$ cat config.mk
export PLATFORM = sky130hd
export DESIGN_NAME = stamp_normalizer
export DESIGN_NICKNAME = d
export VERILOG_FILES = /design/src/rtl/stamp_norm_pkg.sv /design/src/rtl/stamp_norm_ctrl.sv /design/src/rtl/stamp_norm_dp.sv /design/src/rtl/stamp_normalizer.sv
export SDC_FILE = /design/constraint.sdc
export NUM_CORES = 2
export LEC_CHECK = 0
export BUFFER_PORTS_ARGS = -buffer_cell sky130_fd_sc_hd__buf_2
export CAP_MARGIN = 15
export CORE_MARGIN = 2
export CORE_UTILIZATION = 45
export CTS_CLUSTER_DIAMETER = 80
export DETAILED_ROUTE_END_ITERATION = 8
export HOLD_SLACK_MARGIN = 0.08
export PLACE_DENSITY = 0.7
export RECOVER_POWER = 50
export SLEW_MARGIN = 20
export SYNTH_ARGS = -nofsm -noshare
export SYNTH_HDL_FRONTEND = slang
export SYNTH_SLANG_ARGS = --single-unit
$ cat constraint.sdc
create_clock -name clk -period 6.44 [get_ports clk]
set_input_delay 1.288 -clock clk [delete_from_list [all_inputs] [get_ports clk]]
set_output_delay 1.288 -clock clk [all_outputs]
set_load 0.005 [all_outputs]
$ cat src/rtl/stamp_norm_pkg.sv
package stamp_norm_pkg;
  localparam int STAMP_W = 64;
  localparam int HALF_W  = STAMP_W / 2;
  localparam int BYTE_W  = 8;
  localparam int N_BYTES = STAMP_W / BYTE_W;
  localparam int SCALE_W = 30;
  localparam logic [SCALE_W-1:0] NS_PER_SEC = 30'd1000000000;

  typedef enum logic [1:0] {
    KIND_SECNS   = 2'd0,
    KIND_SWAP    = 2'd1,
    KIND_PASS    = 2'd2,
    KIND_NOSTAMP = 2'd3
  } convKind_t;

  typedef struct packed {
    logic cap1;
    logic cap2;
  } pipeStrobe_t;
endpackage

$ cat src/rtl/stamp_norm_ctrl.sv
module stamp_norm_ctrl
  import stamp_norm_pkg::*;
(
  input  logic        clk,
  input  logic        rstN,
  input  logic        inValid,
  output logic        inReady,
  input  logic        outReady,
  output logic        outValid,
  output pipeStrobe_t strobe
);
  logic valid1;
  logic valid2;
  logic adv;

  assign adv         = !valid2 || outReady;
  assign inReady     = adv;
  assign strobe.cap1 = inValid && adv;
  assign strobe.cap2 = valid1 && adv;
  assign outValid    = valid2;

  always_ff @(posedge clk) begin
    if (!rstN) begin
      valid1 <= 1'b0;
      valid2 <= 1'b0;
    end else if (adv) begin
      valid1 <= inValid;
      valid2 <= valid1;
    end
  end
endmodule

$ cat src/rtl/stamp_norm_dp.sv
module stamp_norm_dp
  import stamp_norm_pkg::*;
#(
  parameter int SPLIT_W = 16
) (
  input  logic               clk,
  input  logic               rstN,
  input  pipeStrobe_t        strobe,
  input  logic [STAMP_W-1:0] inStamp,
  input  logic               inIsTx,
  input  logic               modeNew,
  output logic [STAMP_W-1:0] outNs,
  output logic               outIsTx,
  output logic               outNoStamp
);
  localparam int HI_W  = HALF_W - SPLIT_W;
  localparam int PPH_W = HI_W + SCALE_W;
  localparam int PPL_W = SPLIT_W + SCALE_W;

  logic [STAMP_W-1:0] swapped;
  logic [HI_W-1:0]    secHi;
  logic [SPLIT_W-1:0] secLo;
  logic [HALF_W-1:0]  nsecIn;
  convKind_t          kindNext;
  logic [STAMP_W-1:0] wordNext;

  logic [PPH_W-1:0]   s1PpHi;
  logic [PPL_W-1:0]   s1PpLo;
  logic [STAMP_W-1:0] s1Word;
  convKind_t          s1Kind;
  logic               s1IsTx;
  logic [STAMP_W-1:0] s2Next;

  for (genvar b = 0; b < N_BYTES; b++) begin : gSwap
    assign swapped[b*BYTE_W +: BYTE_W] = inStamp[(N_BYTES-1-b)*BYTE_W +: BYTE_W];
  end

  assign secHi  = inStamp[STAMP_W-1 -: HI_W];
  assign secLo  = inStamp[HALF_W +: SPLIT_W];
  assign nsecIn = inStamp[HALF_W-1:0];

  always_comb begin
    if (inIsTx && inStamp == STAMP_W'(1)) kindNext = KIND_NOSTAMP;
    else if (modeNew)                     kindNext = KIND_SECNS;
    else if (inIsTx)                      kindNext = KIND_PASS;
    else                                  kindNext = KIND_SWAP;
  end

  always_comb begin
    case (kindNext)
      KIND_SECNS: wordNext = STAMP_W'(nsecIn);
      KIND_SWAP:  wordNext = swapped;
      KIND_PASS:  wordNext = inStamp;
      default:    wordNext = '0;
    endcase
  end

  always_ff @(posedge clk) begin
    if (!rstN) begin
      s1PpHi <= '0;
      s1PpLo <= '0;
      s1Word <= '0;
      s1Kind <= KIND_NOSTAMP;
      s1IsTx <= 1'b0;
    end else if (strobe.cap1) begin
      s1PpHi <= PPH_W'(secHi) * PPH_W'(NS_PER_SEC);
      s1PpLo <= PPL_W'(secLo) * PPL_W'(NS_PER_SEC);
      s1Word <= wordNext;
      s1Kind <= kindNext;
      s1IsTx <= inIsTx;
    end
  end

  always_comb begin
    case (s1Kind)
      KIND_SECNS:   s2Next = (STAMP_W'(s1PpHi) << SPLIT_W) + STAMP_W'(s1PpLo) + s1Word;
      KIND_NOSTAMP: s2Next = '0;
      default:      s2Next = s1Word;
    endcase
  end

  always_ff @(posedge clk) begin
    if (!rstN) begin
      outNs      <= '0;
      outIsTx    <= 1'b0;
      outNoStamp <= 1'b0;
    end else if (strobe.cap2) begin
      outNs      <= s2Next;
      outIsTx    <= s1IsTx;
      outNoStamp <= (s1Kind == KIND_NOSTAMP);
    end
  end
endmodule

$ cat src/rtl/stamp_normalizer.sv
module stamp_normalizer
  import stamp_norm_pkg::*;
(
  input  logic               clk,
  input  logic               rstN,
  input  logic               inValid,
  output logic               inReady,
  input  logic [STAMP_W-1:0] inStamp,
  input  logic               inIsTx,
  input  logic               modeNew,
  output logic               outValid,
  input  logic               outReady,
  output logic [STAMP_W-1:0] outNs,
  output logic               outIsTx,
  output logic               outNoStamp
);
  pipeStrobe_t strobe;

  stamp_norm_ctrl u_ctrl (
    .clk      (clk),
    .rstN     (rstN),
    .inValid  (inValid),
    .inReady  (inReady),
    .outReady (outReady),
    .outValid (outValid),
    .strobe   (strobe)
  );

  stamp_norm_dp #(.SPLIT_W(16)) u_dp (
    .clk        (clk),
    .rstN       (rstN),
    .strobe     (strobe),
    .inStamp    (inStamp),
    .inIsTx     (inIsTx),
    .modeNew    (modeNew),
    .outNs      (outNs),
    .outIsTx    (outIsTx),
    .outNoStamp (outNoStamp)
  );
endmodule

# Word level (Yosys, flattened, before mapping)
# Cells that the tools add are included.
[classes]
add_sub_neg = 2
mul = 2
n_eq_ne = 4
mux = 5
n_reduce_logical = 7
[ops]
columns = ["cell", "n"]
rows = [
  ["64-bit case mux with 3 select lines", 1],
  ["64-bit case mux with 2 select lines", 1],
  ["16-bit by 21-bit multiplier with 37-bit output (second input constant)", 2],
  ["64-bit adder", 1],
  ["64-bit by 1-bit == test with 1-bit output (second input constant)", 1],
  ["62-bit by 46-bit adder with 63-bit output", 1],
  ["2-bit two-way mux", 3],
  ["2-bit == test (second input constant)", 2],
  ["2-bit zero test", 2],
  ["1-bit logical AND", 3],
  ["2-bit by 1-bit == test with 1-bit output (second input constant)", 1],
  ["1-bit zero test", 1],
  ["1-bit logical OR", 1],
]
[word_totals]
regBits = 209
out_inout_bits = 68
word_cells = 30

# Logic depth before layout (Yosys ltp)
[logic_depth]
word_depth = 5
depth_mapped = 24
ltp_nobuf = 24

# Hierarchy
# From an unflattened synthesis, not the netlist that was laid out.
[unflattened]
hier_cells = 2801
area_unflattened_um2 = 25712.2
[modules_own_cells]
columns = ["module", "instances", "cells_each", "area_each_um2", "seq_area_each_um2"]
rows = [
  ["stamp_norm_dp", 1, 2791, 25614.6, 4144.0],
  ["stamp_norm_ctrl", 1, 10, 97.6, 40.0],
]

# Least setup slack after synthesis
# No wires, ideal clock.
[synth_timing]
path_type = "input -> register"
start = "in inStamp[49]"
end = "reg u_dp.s1PpHi[43]"
setup_ps = 124
arrival_ps = 6519
setup_slack_ps = -202
path_stages = 22
cell_sequence = "inv_1 -> fa_1 -> inv_1 -> fa_1 -> inv_1 -> fa_1 -> inv_1 -> fa_1 -> fa_1 -> inv_1 -> fa_1 -> inv_1 -> ha_1 -> clkbuf_1 -> nand4_1 -> o221ai_1 -> or4_1 -> a31oi_1 -> a21oi_1 -> o31ai_1 -> mux2i_1 -> nand3_1"
[synth_between]
elab_chain_len = 1
[synth_rtl]
columns = ["element", "line", "source"]
rows = [
  ["start, declared", "stamp_normalizer.sv:8", "input logic [STAMP_W-1:0] inStamp,"],
  ["16-bit by 21-bit multiplier with 37-bit output", "stamp_norm_dp.sv:66", "s1PpHi <= PPH_W'(secHi) * PPH_W'(NS_PER_SEC);"],
  ["end signal, assigned", "stamp_norm_dp.sv:66", ""],
  ["end, declared", "stamp_norm_dp.sv:27", "logic [PPH_W-1:0] s1PpHi;"],
]
# Every way passes these cells.
# A chain may end at the register's enable or synchronous reset.

# Worst setup path after layout
[layout_timing]
start = "in inStamp[37]"
end = "reg u_dp.s1PpLo[41]"
[layout_between]
elab_chain_len = 1
[layout_rtl]
columns = ["element", "line", "source"]
rows = [
  ["16-bit by 21-bit multiplier with 37-bit output", "stamp_norm_dp.sv:67", "s1PpLo <= PPL_W'(secLo) * PPL_W'(NS_PER_SEC);"],
  ["end signal, assigned", "stamp_norm_dp.sv:67", ""],
  ["end, declared", "stamp_norm_dp.sv:28", "logic [PPL_W-1:0] s1PpLo;"],
]
# Every way passes these cells.

==> results.txt <==
Synth warn = 0
Clock Path Buffers = 3
Sink Count = 209
Synth Area per Inst = 8.64 um^2
Number of global-route vias before repair = 21,700
Worst path max stage delay = 0.57 ns
Post-Route M1 WL = 35.4 mm
Reg area = 0.00418 mm^2
Num CTS Buffers = 22
VDD IR max = 0.000512 V
Pins Over Slew Limit = 230
Layout Area Growth over Synthesis = 15.4%
Vias per inst = 5.42
Drt initial violations = 1,512
Tot Pwr = 17.8 mW
Gate count after technology mapping = 3,037
Final setup viols = 0
Post-synthesis sequential area ratio = 0.159
Most frequent CP cell = fa_1
Rel. slew slack = -0.893
Max Fclk = 159 MHz
Row count = 88
Worst Min Path Start = u_dp.outIsTx$_SDFFE_PN0P_
Final Critical Period = 6.30 ns
TritonCTS clock tree = built
Met2 WL post-DR = 33.6 mm
Gr usage total = 0.250
Root buffer cell = clkbuf_16
Synth unique cells = 83
First-pass GRT wire length = 119 mm
Die area = 0.0603 mm^2
Commonest non-fill, non-tap cells in the layout = inv_1 (464), ha_1 (373), fa_1 (255), buf_4 (250), nand2_1 (241)
Crit end category = flip-flop
Crit Path Category = input port to flip-flop
Asr flop ratio synth = 0
Largest net degree at the start of global routing = 96
Design area = 0.0303 mm^2
IO Count = 138
Grt ovf = 0
Crit-path cells = buf_8 > clkinvlp_4 > buf_6 > fa_1 > fa_1 > inv_2 > fa_1 > fa_2 > fa_1 > fa_1 > ha_4 > nand4_1 > a211oi_2 > o21ai_2 > o21ai_2 > a21o_1 > a21oi_2 > or4b_1 > nand3_1
Core area = 0.0577 mm^2
Clk Latency, worst-skew pair = 0.54 ns
Slew of the pin with the lowest slew margin = 2.84 ns
Routed WL per cell = 18.5 um
Slowest cell on the critical path = fa_1
CTS clock-pin slew for the worst setup and hold paths = 0.06 ns
DR top layer = met5
Clk_skew = 0.0207 ns
Reg2reg start = u_dp.s1PpLo[25]$_SDFFE_PN0P_
MaxCap Viol Count = 4
Fin crit share = 0.979
Initial antenna violation count = 3
ANT nets after route = 0
Arrival time at the worst endpoint = 6.78 ns
Multi-input combinational cell area = 0.0201 mm^2
Routed wire length = 75.9 mm
Hold path depth = 2
Hold Fails Final Rpt = 0
H-Tree Level Count = 1
RSZ-0062 raised after global routing = yes
I/O Buffers = 137
CP startpoint kind = input port
Outcome = complete, but fails checks
Cell family with most CP delay = adder cells
Fillers = 5,399
Layout Nets = 4,042
Mapped Area = 0.0262 mm^2
Die W = 245 um
Violated checks = capacitance limit, slew limit
Number of synthesized register bits = 209
Vias = 22,300
Crit-path max FO = 5
Worst Path Buf+Inv = 4
DRC = 0
Layout cells sized above 1 = 0.140
Stages on the worst setup path = 19
Crit path from = inStamp[37]
HPWL after DPL = 62.8 mm
Starting density of the core = 0.455
Met3 wire length = 4.46 mm
RD Place Congestion = 0.961
Worst min-delay path category = flip-flop to flip-flop
Drt first pass iters = 6
Post-synth EDFFs = 0
Power Density = 587 mW/mm^2
Critical Path RT = 6.91 ns
Vert. Die Dim = 245 um
R2r worst-path depth = 23
Pleak = 15.4 nW
Post-synth top flop = dfxtp_1
Leading cell type in the layout, fill and taps excluded = inv_1
Post-DP Area = 0.0294 mm^2
Synth Net Count = 3,752
through the flow:
stage,worst slack [ns],hold WS (ns),setup TNS (ns),utilization,cells
after floorplan,-0.0236,0.441,-0.0236,-,3037
final,0.136,0.466,0,0.525,4108
after CTS,0.115,0.467,0,0.522,4099
after global placement,-0.363,0.451,-5.16,0.510,4061
after detailed placement,-0.429,0.458,-7.67,0.510,4061
after global routing,-0.0740,0.495,-0.0984,0.525,4108
worst min-delay path, delay by kind of cell (launching register included):
| kind | cells | cell delay, ns |
|---|---|---|
| and+or+nand+nor | 1 | 0.04 |
| DFF | 1 | 0.31 |
| AOI/OAI and AO/OA | 1 | 0.06 |
sequential cells by signal (all words and copies together) (netlist names):
register / count
u_dp.outIsTx: 1
u_dp.outNoStamp: 1
u_ctrl.outValid: 1
u_dp.s1Kind: 2
u_dp.outNs: 64
u_dp.s1PpHi: 37
u_dp.s1PpLo: 37
u_dp.s1IsTx: 1
u_dp.s1Word: 64
u_ctrl.valid1: 1
final cells by class:
cell class,count,share of cell area
Inverter,470,0.0584
Tap cell,765,0.0316
Sequential cell,209,0.138
Multi-Input combinational cell,2230,0.663
Timing Repair Buffer,394,0.0854
Antenna cell,2,0.000165
Clock buffer,31,0.0210
Clock inverter,7,0.00252
worst paths after layout:
check | slack, ns | to
setup / recovery | 0.14 | u_dp.s1PpLo[41]$_SDFFE_PN0P_
hold / removal | 0.47 | u_dp.outIsTx$_SDFFE_PN0P_
setup reg to reg | 0.39 | u_dp.outNs[63]$_SDFFE_PN0P_
hold reg to reg | 0.47 | u_dp.outIsTx$_SDFFE_PN0P_
cells by family (layout without fill, tap and decap cells):
logic type	Yosys count	after routing	synth area share
AO/OA/AOI/OAI	733	733	0.192
adder cells (fa/ha/maj)	645	645	0.381
flip-flops	209	209	0.159
XOR/XNOR	143	143	0.0477
multiplexers	7	7	0.00267
AND/OR/NAND/NOR	702	702	0.130
buffers and inverters	598	902	0.0863
other	0	2	0
synthesized netlist by cell type, types with 7 or more instances:
| cell type | n | area (um^2) |
|---|---|---|
| a221oi_1 | 40 | 350 |
| a21boi_0 | 22 | 165 |
| o21bai_1 | 18 | 135 |
| xnor2_1 | 88 | 771 |
| a31oi_1 | 23 | 144 |
| clkbuf_1 | 107 | 402 |
| nor4_1 | 11 | 68.8 |
| and2_1 | 78 | 488 |
| ha_1 | 387 | 4840 |
| nand2_1 | 244 | 916 |
| nand4_1 | 26 | 163 |
| a21o_1 | 89 | 668 |
| inv_1 | 470 | 1760 |
| xor2_1 | 55 | 482 |
| mux2i_1 | 7 | 70.1 |
| nor3b_1 | 23 | 173 |
| nand3_1 | 80 | 400 |
| nor3_1 | 18 | 90.1 |
| o21ai_1 | 16 | 80.1 |
| o21a_1 | 16 | 120 |
| a21oi_1 | 138 | 691 |
| nand2b_1 | 17 | 106 |
| o21ai_0 | 170 | 851 |
| dfxtp_1 | 209 | 4180 |
| fa_1 | 258 | 5160 |
| o211ai_1 | 19 | 143 |
| nand4b_1 | 7 | 61.3 |
| and3_1 | 11 | 68.8 |
| buf_2 | 16 | 80.1 |
| o211a_1 | 46 | 460 |
| a211oi_1 | 17 | 128 |
| nor2b_1 | 25 | 156 |
| a22oi_1 | 45 | 338 |
| nor2_1 | 135 | 507 |
layer usage:
layer | vias up | global-route usage
met5 | - | 0
met4 | 2 | 0.0809
met3 | 101 | 0.0262
met2 | 648 | 0.401
met1 | 10600 | 0.352
li1 | 10900 | -
power by group:
group / leakage (nW) / switching [mW] / internal (mW)
sequential: 1.72 / 0.146 / 1.50
combinational: 13.3 / 7.60 / 7.26
clock: 0.347 / 0.552 / 0.731
total: 15.4 / 8.30 / 9.49
repair_timing:
| action | 4_1_cts | 5_1_grt |
|---|---|---|
| endpoints found under the setup margin | 0 | 17 |
| hold buffers | 0 | 0 |
| gates resized for setup | 0 | 35 |
| buffers inserted | 0 | 7 |
Note: power is estimated with default switching activity, not from simulation.
